$ cat src/rtl/mdio_pkg.sv
package mdio_pkg;

    typedef enum logic [2:0] {
        ST_IDLE,
        ST_ARM,
        ST_PRE,
        ST_HDR,
        ST_TURN,
        ST_DATA
    } frame_state_e;

    localparam logic [2:0] OFS_CFG  = 3'd0;
    localparam logic [2:0] OFS_EN   = 3'd1;
    localparam logic [2:0] OFS_CMD  = 3'd2;
    localparam logic [2:0] OFS_WDAT = 3'd3;
    localparam logic [2:0] OFS_RDAT = 3'd4;

    // Wire opcode: short format maps 0->01, 1->10; extended format passes through.
    function automatic logic [1:0] wire_op(input logic ext, input logic [1:0] op);
        if (ext) return op;
        return op[0] ? 2'b10 : 2'b01;
    endfunction

    // Frames whose data phase is driven by the PHY.
    function automatic logic read_type(input logic ext, input logic [1:0] op);
        return ext ? op[1] : op[0];
    endfunction

endpackage

$ cat src/rtl/mdio_clkgen.sv
module mdio_clkgen #(
    parameter int PHASE_W = 8
) (
    input  logic               clk,
    input  logic               rst_n,
    input  logic               run,
    input  logic [PHASE_W-1:0] phase,
    output logic               mdc,
    output logic               rise_evt,
    output logic               fall_evt
);
    logic [PHASE_W-1:0] cnt_q;
    logic               at_end;

    assign at_end   = (cnt_q >= phase - 1'b1);
    assign rise_evt = run && at_end && !mdc;
    assign fall_evt = run && at_end && mdc;

    always_ff @(posedge clk) begin
        if (!rst_n) begin
            cnt_q <= '0;
            mdc   <= 1'b0;
        end else if (!run) begin
            cnt_q <= '0;
        end else if (at_end) begin
            cnt_q <= '0;
            mdc   <= !mdc;
        end else begin
            cnt_q <= cnt_q + 1'b1;
        end
    end

    // a legal phase never yields back-to-back MDC edges
    p_min_half_period_r1: assert property (@(posedge clk) disable iff (!rst_n)
        (phase > 2 && mdc != $past(mdc)) |=> $stable(mdc));

endmodule

$ cat src/rtl/mdio_sampler.sv
module mdio_sampler #(
    parameter int SCNT_W = 9,
    parameter int DATA_W = 16
) (
    input  logic              clk,
    input  logic              rst_n,
    input  logic              active,
    input  logic              launch_ref,
    input  logic [SCNT_W-1:0] scnt,
    input  logic              rise_evt,
    input  logic              fall_evt,
    input  logic              mdio_in,
    output logic [DATA_W-1:0] shift_q
);
    logic [SCNT_W-1:0] timer_q;
    logic              ref_evt;
    logic              capture;

    assign ref_evt = active && (launch_ref ? fall_evt : rise_evt);
    assign capture = (timer_q == SCNT_W'(1));

    always_ff @(posedge clk) begin
        if (!rst_n) begin
            timer_q <= '0;
            shift_q <= '0;
        end else begin
            if (ref_evt)
                timer_q <= scnt;
            else if (timer_q != '0)
                timer_q <= timer_q - 1'b1;
            if (capture)
                shift_q <= {shift_q[DATA_W-2:0], mdio_in};
        end
    end

    // a capture never coincides with a fresh reference edge on legal settings
    p_capture_spacing_r6: assert property (@(posedge clk) disable iff (!rst_n)
        (ref_evt && scnt > 1) |=> !capture);

endmodule

$ cat src/rtl/mdio_frame_fsm.sv
module mdio_frame_fsm
    import mdio_pkg::*;
#(
    parameter int ADDR_W  = 5,
    parameter int DATA_W  = 16,
    parameter int PRE_LEN = 32
) (
    input  logic              clk,
    input  logic              rst_n,
    input  logic              start,
    input  logic              ext,
    input  logic              pre_en,
    input  logic [1:0]        op,
    input  logic [ADDR_W-1:0] port,
    input  logic [ADDR_W-1:0] dev,
    input  logic [DATA_W-1:0] wdata,
    input  logic              fall_evt,
    output logic              busy,
    output logic              done,
    output logic              rd_frame,
    output logic              mdio_out,
    output logic              mdio_oe
);
    localparam int HDR_W   = 4 + 2 * ADDR_W;
    localparam int FRAME_W = HDR_W + 2 + DATA_W;
    localparam int MAXLEN  = (PRE_LEN > DATA_W) ? PRE_LEN : DATA_W;
    localparam int CNT_W   = $clog2(MAXLEN);

    frame_state_e       st_q, st_d;
    logic [FRAME_W-1:0] sh_q;
    logic [CNT_W-1:0]   cnt_q;
    logic               last;

    assign last     = (cnt_q == '0);
    assign busy     = (st_q != ST_IDLE);
    assign done     = (st_q == ST_DATA) && fall_evt && last;

    // next-state
    always_comb begin
        st_d = st_q;
        unique case (st_q)
            ST_IDLE: if (start) st_d = ST_ARM;
            ST_ARM:  if (fall_evt) st_d = pre_en ? ST_PRE : ST_HDR;
            ST_PRE:  if (fall_evt && last) st_d = ST_HDR;
            ST_HDR:  if (fall_evt && last) st_d = ST_TURN;
            ST_TURN: if (fall_evt && last) st_d = ST_DATA;
            ST_DATA: if (fall_evt && last) st_d = ST_IDLE;
            default: st_d = ST_IDLE;
        endcase
    end

    always_ff @(posedge clk) begin
        if (!rst_n) st_q <= ST_IDLE;
        else        st_q <= st_d;
    end

    // outputs and frame datapath
    always_ff @(posedge clk) begin
        if (!rst_n) begin
            sh_q     <= '0;
            cnt_q    <= '0;
            rd_frame <= 1'b0;
            mdio_out <= 1'b1;
            mdio_oe  <= 1'b0;
        end else if (st_q == ST_IDLE) begin
            if (start) begin
                rd_frame <= read_type(ext, op);
                sh_q     <= {ext ? 2'b00 : 2'b01, wire_op(ext, op), port, dev,
                             read_type(ext, op) ? 2'b11 : 2'b10, wdata};
            end
        end else if (fall_evt) begin
            unique case (st_q)
                ST_ARM: begin
                    mdio_oe <= 1'b1;
                    if (pre_en) begin
                        mdio_out <= 1'b1;
                        cnt_q    <= CNT_W'(PRE_LEN - 1);
                    end else begin
                        mdio_out <= sh_q[FRAME_W-1];
                        sh_q     <= sh_q << 1;
                        cnt_q    <= CNT_W'(HDR_W - 1);
                    end
                end
                ST_PRE: begin
                    if (last) begin
                        mdio_out <= sh_q[FRAME_W-1];
                        sh_q     <= sh_q << 1;
                        cnt_q    <= CNT_W'(HDR_W - 1);
                    end else begin
                        mdio_out <= 1'b1;
                        cnt_q    <= cnt_q - 1'b1;
                    end
                end
                ST_HDR, ST_TURN: begin
                    mdio_out <= sh_q[FRAME_W-1];
                    sh_q     <= sh_q << 1;
                    if (last) begin
                        mdio_oe <= !rd_frame;
                        cnt_q   <= (st_q == ST_HDR) ? CNT_W'(1) : CNT_W'(DATA_W - 1);
                    end else begin
                        cnt_q   <= cnt_q - 1'b1;
                    end
                end
                ST_DATA: begin
                    if (last) begin
                        mdio_oe  <= 1'b0;
                        mdio_out <= 1'b1;
                    end else begin
                        mdio_out <= sh_q[FRAME_W-1];
                        sh_q     <= sh_q << 1;
                        cnt_q    <= cnt_q - 1'b1;
                    end
                end
                default: ;
            endcase
        end
    end

    // line stays released through the data phase of a read-type frame
    p_read_release_r3: assert property (@(posedge clk) disable iff (!rst_n)
        (st_q == ST_DATA && rd_frame) |-> !mdio_oe);

    // preamble bits are driven ones
    p_preamble_ones_r5: assert property (@(posedge clk) disable iff (!rst_n)
        (st_q == ST_PRE) |-> (mdio_out && mdio_oe));

endmodule

$ cat src/rtl/mdio_master.sv
module mdio_master
    import mdio_pkg::*;
#(
    parameter int PHASE_W = 8,
    parameter int SCNT_W  = 9,
    parameter int ADDR_W  = 5,
    parameter int DATA_W  = 16,
    parameter int PRE_LEN = 32,
    parameter int REG_DW  = 32
) (
    input  logic              clk,
    input  logic              rst_n,
    input  logic              reg_wr,
    input  logic              reg_rd,
    input  logic [2:0]        reg_addr,
    input  logic [REG_DW-1:0] reg_wdata,
    output logic [REG_DW-1:0] reg_rdata,
    output logic              mdc,
    output logic              mdio_out,
    output logic              mdio_oe,
    input  logic              mdio_in
);
    localparam int CFG_W     = PHASE_W + SCNT_W + 4;
    localparam int CMD_W     = 2 * ADDR_W + 2;
    localparam int LREF_BIT  = PHASE_W + SCNT_W;
    localparam int PRE_BIT   = LREF_BIT + 1;
    localparam int QUIET_BIT = LREF_BIT + 2;
    localparam int EXT_BIT   = LREF_BIT + 3;
    localparam logic [CFG_W-1:0] CFG_RST =
        CFG_W'(10) | (CFG_W'(4) << PHASE_W) | (CFG_W'(1) << PRE_BIT);

    logic [CFG_W-1:0]  cfg_q;
    logic              en_q;
    logic [CMD_W-1:0]  cmd_q;
    logic [DATA_W-1:0] wdat_q, rdat_q;
    logic              pend_wr, val_wr, pend_rd, val_rd;

    logic              busy, done, rd_frame, rise_evt, fall_evt, run;
    logic              cmd_wr, accept, new_rd;
    logic [DATA_W-1:0] shift_q;

    assign cmd_wr = reg_wr && (reg_addr == OFS_CMD);
    assign accept = cmd_wr && en_q && !busy && !pend_wr && !pend_rd;
    assign new_rd = read_type(cfg_q[EXT_BIT], reg_wdata[2*ADDR_W +: 2]);
    assign run    = en_q && (busy || !cfg_q[QUIET_BIT]);

    mdio_clkgen #(.PHASE_W(PHASE_W)) u_clk (
        .clk(clk), .rst_n(rst_n), .run(run), .phase(cfg_q[PHASE_W-1:0]),
        .mdc(mdc), .rise_evt(rise_evt), .fall_evt(fall_evt)
    );

    mdio_frame_fsm #(.ADDR_W(ADDR_W), .DATA_W(DATA_W), .PRE_LEN(PRE_LEN)) u_fsm (
        .clk(clk), .rst_n(rst_n), .start(accept),
        .ext(cfg_q[EXT_BIT]), .pre_en(cfg_q[PRE_BIT]),
        .op(reg_wdata[2*ADDR_W +: 2]), .port(reg_wdata[ADDR_W +: ADDR_W]),
        .dev(reg_wdata[ADDR_W-1:0]), .wdata(wdat_q), .fall_evt(fall_evt),
        .busy(busy), .done(done), .rd_frame(rd_frame),
        .mdio_out(mdio_out), .mdio_oe(mdio_oe)
    );

    mdio_sampler #(.SCNT_W(SCNT_W), .DATA_W(DATA_W)) u_smp (
        .clk(clk), .rst_n(rst_n), .active(busy), .launch_ref(cfg_q[LREF_BIT]),
        .scnt(cfg_q[PHASE_W +: SCNT_W]), .rise_evt(rise_evt), .fall_evt(fall_evt),
        .mdio_in(mdio_in), .shift_q(shift_q)
    );

    always_ff @(posedge clk) begin
        if (!rst_n) begin
            cfg_q   <= CFG_RST;
            en_q    <= 1'b0;
            cmd_q   <= '0;
            wdat_q  <= '0;
            rdat_q  <= '0;
            pend_wr <= 1'b0;
            val_wr  <= 1'b0;
            pend_rd <= 1'b0;
            val_rd  <= 1'b0;
        end else begin
            if (reg_wr && reg_addr == OFS_CFG)  cfg_q  <= reg_wdata[CFG_W-1:0];
            if (reg_wr && reg_addr == OFS_EN)   en_q   <= reg_wdata[0];
            if (reg_wr && reg_addr == OFS_WDAT) wdat_q <= reg_wdata[DATA_W-1:0];
            if (reg_rd && reg_addr == OFS_WDAT) val_wr <= 1'b0;
            if (reg_rd && reg_addr == OFS_RDAT) val_rd <= 1'b0;
            if (accept) begin
                cmd_q <= reg_wdata[CMD_W-1:0];
                if (new_rd) pend_rd <= 1'b1;
                else        pend_wr <= 1'b1;
            end
            if (done) begin
                if (rd_frame) begin
                    pend_rd <= 1'b0;
                    val_rd  <= 1'b1;
                    rdat_q  <= shift_q;
                end else begin
                    pend_wr <= 1'b0;
                    val_wr  <= 1'b1;
                end
            end
        end
    end

    always_comb begin
        unique case (reg_addr)
            OFS_CFG:  reg_rdata = REG_DW'(cfg_q);
            OFS_EN:   reg_rdata = REG_DW'(en_q);
            OFS_CMD:  reg_rdata = REG_DW'(cmd_q);
            OFS_WDAT: reg_rdata = REG_DW'({pend_wr, val_wr, wdat_q});
            OFS_RDAT: reg_rdata = REG_DW'({pend_rd, val_rd, rdat_q});
            default:  reg_rdata = '0;
        endcase
    end

    // at most one direction is in flight
    p_one_pending_r9: assert property (@(posedge clk) disable iff (!rst_n)
        $onehot0({pend_wr, pend_rd}));
    // read pending drops only together with valid rising
    p_read_handoff_r9: assert property (@(posedge clk) disable iff (!rst_n)
        $fell(pend_rd) |-> val_rd);
    // command register frozen while a frame is in flight
    p_cmd_locked_r10: assert property (@(posedge clk) disable iff (!rst_n)
        (busy && cmd_wr) |=> $stable(cmd_q));
    // disabled interface keeps MDC still
    p_disabled_still_r8: assert property (@(posedge clk) disable iff (!rst_n)
        !en_q |=> $stable(mdc));
    // idle-quiet keeps MDC still between frames
    p_idle_quiet_r7: assert property (@(posedge clk) disable iff (!rst_n)
        (cfg_q[QUIET_BIT] && !busy) |=> $stable(mdc));

endmodule

$ cat config.mk
export PLATFORM = sky130hd
export DESIGN_NAME = mdio_master
export DESIGN_NICKNAME = d
export VERILOG_FILES = /design/src/rtl/mdio_pkg.sv /design/src/rtl/mdio_clkgen.sv /design/src/rtl/mdio_sampler.sv /design/src/rtl/mdio_frame_fsm.sv /design/src/rtl/mdio_master.sv
export SDC_FILE = /design/constraint.sdc
export NUM_CORES = 1
export LEC_CHECK = 0
export BUFFER_PORTS_ARGS = -buffer_cell sky130_fd_sc_hd__buf_4
export CORE_MARGIN = 2
export CORE_UTILIZATION = 59
export CTS_CLUSTER_DIAMETER = 40
export DETAILED_ROUTE_END_ITERATION = 8
export PLACE_DENSITY = 0.81
export SLEW_MARGIN = 15
export SYNTH_ARGS = -nofsm -noshare
export SYNTH_HDL_FRONTEND = slang
export SYNTH_SLANG_ARGS = --single-unit
export TNS_END_PERCENT = 20
$ cat constraint.sdc
create_clock -name clk -period 3.4 [get_ports clk]
set_input_delay 0.34 -clock clk [delete_from_list [all_inputs] [get_ports clk]]
set_output_delay 0.34 -clock clk [all_outputs]
set_load 0.02 [all_outputs]
After elaboration in Yosys (flattened, before gate mapping) --
Index checks and enable logic that the tools add are counted.
Word-level totals: register bits after elaboration 147, bits of input ports 40, output and inout port bits 35, word-level logic and storage cells 150
Operators by class: add/sub/neg operators 4, order comparisons 1, eq/ne operators 22, muxes and demuxes 56, bitwise logic cells 3, reduce and logical (&&, ||, !) cells 45
Operators by type and width (count):
- $mux 32 | 6
- $pmux 32 s4 | 1
- $pmux 21 s5 | 1
- $mux 1 | 28
- $mux 5 | 4
- $pmux 5 s4 | 1
- $logic_and 1x1->1 | 18
- $mux 3 | 6
- $mux 9 | 2
- $pmux 3 s6 | 1
- $eq 3x2->1 const B | 4
- $ne 2x1->1 const B | 6
- $reduce_and 6->1 | 2
- $eq 3x3->1 const B | 3
- $eq 9x1->1 const B | 1
- $reduce_bool 9->1 | 1
- $sub 9x1->9 const B | 1
- $add 8x1->8 const B | 1
- $ge 8x8->1 | 1
- $sub 8x1->8 const B | 1
- $eq 3x1->1 const B | 2
- $logic_not 1->1 | 6
- $logic_not 3->1 | 2
- $mux 2 | 3
- other kinds (21) | 29

Logic depth before layout (Yosys ltp) --
depth after elaboration 12, mapped depth 13, mapped depth without buffers 10

Modules after synthesis --
From an unflattened synthesis, not the netlist that was laid out.
Unflattened totals: cell total of the unflattened synthesis 836, area, all modules 7503.4 um2
Modules (own cells, without submodules):
- mdio_master | instances 1, cells an instance 395, area each 3236.9 um2, seq. area each 1401.3 um2
- mdio_frame_fsm | instances 1, cells an instance 252, area each 2448.6 um2, seq. area each 860.8 um2
- mdio_sampler | instances 1, cells an instance 112, area each 1144.8 um2, seq. area each 500.5 um2
- mdio_clkgen | instances 1, cells an instance 77, area each 673.1 um2, seq. area each 180.2 um2

Worst setup path after synthesis --
No wires, ideal clock.
kind register -> register, start reg cfg_q[0], end reg u_fsm.sh_q[12], library setup time 89 ps, data arrival time 2583 ps, required time 3311 ps, setup slack 728 ps, cell stages (with the launch flop) 13, path buffers 2, period minus slack after synthesis 2672 ps, cell sequence dfxtp_1 > inv_1 > ha_1 > xnor2_1 > ha_1 > and3_1 > o21ai_1 > a311oi_2 > o21a_1 > buf_2 > clkbuf_1 > a211oi_1 > a311oi_2
On the way: cells in the longest elaborated chain, start to end 6
Ends and longest elaborated chain:
- start: declaration | RTL line mdio_master.sv:32 | logic [CFG_W-1:0] cfg_q;
- start signal: assignment | RTL line mdio_master.sv:79 | if (reg_wr && reg_addr == OFS_CFG) cfg_q <= reg_wdata[CFG_W-1:0];
- $sub 8x1->8 | RTL line mdio_clkgen.sv:15 | assign at_end = (cnt_q >= phase - 1'b1);
- $ge 8x8->1 | RTL line mdio_clkgen.sv:15
- $logic_and 1x1->1 (2 in series) | RTL line mdio_clkgen.sv:17 | assign fall_evt = run && at_end && mdc;
- $reduce_bool 2->1 (no line)
- $reduce_and 6->1 (no line)
- end signal: assignment | RTL line mdio_frame_fsm.sv:68 | sh_q <= {ext ? 2'b00 : 2'b01, wire_op(ext, op), port, dev,
- end signal: assignment | RTL line mdio_frame_fsm.sv:80 | sh_q <= sh_q << 1;
- end signal: assignment | RTL line mdio_frame_fsm.sv:87 | sh_q <= sh_q << 1;
- end: declaration | RTL line mdio_frame_fsm.sv:30 | logic [FRAME_W-1:0] sh_q;
No other way between the ends. A chain may end at the register's enable or synchronous reset.

Final worst setup path --
start reg cfg_q[2], end reg u_fsm.sh_q[15]
The elaborated chain is that of the path after synthesis.

==> out/qor.csv <==
metric,value,unit
Worst-Skew Late Latency,0.42,ns
post-route clock skew,0.00483,ns
critical path arrival,3.29,ns
Final WS setup,0.437,ns
maxcap violations,0,
Detail Route Antenna Nets,0,
nets,995,
"Seq/Total Area, Yosys",40.1,%
Initial Util,60.8,%
post-CTS sizing,0,
initial antenna violation count,0,
Clock Sink Count,147,
number of global-route vias before repair,6373,
H-tree Lvls,4,
leakage power,3.10,nW
global-route wire length before repair,31.2,mm
via count,6738,
largest net degree at the start of global routing,74,
Mean Syn Cell Area,7.95,um^2
post-CTS setup buffer count,0,
Syn Std Cell Area,7330,um^2
#FFs+latches synth,147,
Slew Limit Fails,0,
layer carrying the most global-route usage,met2,
drt first pass iters,5,
CTS Hold Buffers Added,0,
most frequent cells in the layout,"nand2_1, dfxtp_1, a21oi_1",
power density cells,516,nW/um^2
status,"finished, final reports clean",
setup violators final,0,
RSZ-0062 raised after global routing,no,
Tcrit/Tclk final,87.2,%
Synth async-reset ratio,0,%
M2 GR Usage,46.5,%
cell taking the most area after synthesis,dfxtp_1,
GR Util met1,40.2,%
main flop type after synthesis,dfxtp_1,
DRC,0,
fill cell count,985,
Root Driver,clkbuf_16,
Ys Warns,0,
ranking of synthesized cells by area,"dfxtp_1, nand2_1, a21oi_1, mux2i_1, a311oi_2",
area share of the largest cell type after synthesis,40.1,%
peak supply drop,402,uV
I/O Buffers,52,
"Design Area, Final",8380,um^2
post-layout util,69.5,%
"most common cell after layout, fill and taps aside",nand2_1,
Gate Count Post-Synth,922,
Peak Freq,337,MHz
post-detail-place hpwl,12.5,mm
Setup Crit Path Kind,reg2reg,
placed cell area,7740,um^2
core area,12100,um^2
Ports,75,
total routed wirelength,19.0,mm
Worst-path clk slew,0.06,ns
n_diodes,0,
DIE WIDTH,115,um
met3 Use GR,6.64,%
crit-path max FO,24,
Die ar.,13300,um^2
critical path data required time,3.73,ns
All-Layer GR Usage,29.5,%
CTS max path bufs,2,
drt wl/cell,17.0,um
mean number of vias per cell,6.00,
synth unique cells,56,
overall power,4.33,mW
Slew HR,45.9,%
grt ovf,0,
CP Launch Type,flop,
Die H,115,um
layout cells sized above 1,14.0,%
FP Rows,40,
Inserted Clock Buffers,17,
CP Capture Type,flop,
"EDFF count, synth",0,
Setup TNS,0,ns
class of the worst hold path,in2reg,
worst slew pin tran,0.809,ns
CTS tree,built,
Period minus WS final,2.96,ns
area grow syn2layout,14.3,%
drt initial violations,676,
RD Place Congestion,0.858,
"Hold Vio Cnt, Final",0,
post-place setup slack,0.542,ns
[metrics by stage]
stage	hold WS, ns	std cells
3_5_place_dp	0.445	1091
2_1_floorplan	0.432	932
5_1_grt	0.146	1123
4_1_cts	0.119	1123
3_3_place_gp	0.440	1091
6_report	0.125	1123
[flip-flops by register name (all words and copies together), names as in the netlist, 3 cells and up]
| signal | count |
|---|---|
| cfg_q | 21 |
| cmd_q | 12 |
| rdat_q | 16 |
| u_clk.cnt_q | 8 |
| u_fsm.cnt_q | 5 |
| u_fsm.sh_q | 32 |
| u_fsm.st_q | 3 |
| u_smp.shift_q | 16 |
| u_smp.timer_q | 9 |
| wdat_q | 16 |
[final timing paths]
kind | start | cells after the start | endpoint | slack (ns)
worst max-delay path | cfg_q[2] | 10 | u_fsm.sh_q[15] | 0.44
worst min-delay path | reg_wdata[18] | 3 | cfg_q[18] | 0.13
worst max register to register | cfg_q[2] | 10 | u_fsm.sh_q[15] | 0.44
worst min register to register | cmd_q[9] | 2 | cmd_q[9] | 0.46
[where the power goes]
part	leakage (nW)	internal (mW)	switching, mW	total, mW
registers	1.19	1.78	0.0480	1.82
clock network	0.296	1.27	0.736	2.01
logic	1.62	0.173	0.325	0.498
total	3.10	3.22	1.11	4.33
[logic make-up (layout without fill, tap and decap cells)]
group                      count (synthesis)  count (layout)  share of synthesized area (%)
muxes                                     38              38                           5.19
other                                      1              11                         0.0512
adders and majority gates                 13              13                           2.22
buffers and inverters                     92             115                           6.01
DFF                                      147             147                           40.1
AOI/OAI and AO/OA                        224             224                           20.9
xor gates and xnor gates                  19              19                           2.27
and+or+nand+nor                          388             388                           23.2
[cell type report]
type | instances | area (um^2) | share of cell area, %
tap | 168 | 210 | 2.51
sequential | 147 | 2940 | 35.1
timing repair buffer | 73 | 548 | 6.54
multi-input combinational | 693 | 4000 | 47.8
inverter | 10 | 38.8 | 0.463
clock inverter | 11 | 176 | 2.11
clock buffer | 21 | 460 | 5.49
[synthesized netlist by cell type, types with 13 or more instances]
cell      number
nand2_1      238
a311oi_2      18
ha_1          13
a211oi_1      29
mux2i_1       38
o21ai_0       35
a21oi_1       91
clkbuf_1      52
nor3_1        19
nor2_1        57
nand3_1       21
dfxtp_1      147
[worst max-delay path, stage by stage, from the launching register on]
cell	delay, ns
dfxtp_1	0.36
nor4_1	0.38
nand2_1	0.11
xor2_1	0.17
ha_1	0.30
nand2_1	0.07
o21ai_0	0.52
o21a_1	0.25
buf_4	0.30
a211oi_1	0.14
a311oi_2	0.26
[layer usage]
| metal | part of all wire (%) | vias up |
|---|---|---|
| met3 | 8.6 | 39 |
| met2 | 46 | 294 |
| met5 | 0 | - |
| met4 | 2.0 | 0 |
| met1 | 43 | 3170 |
| li1 | - | 3235 |
No activity file was read; power rests on OpenSTA's default activity.
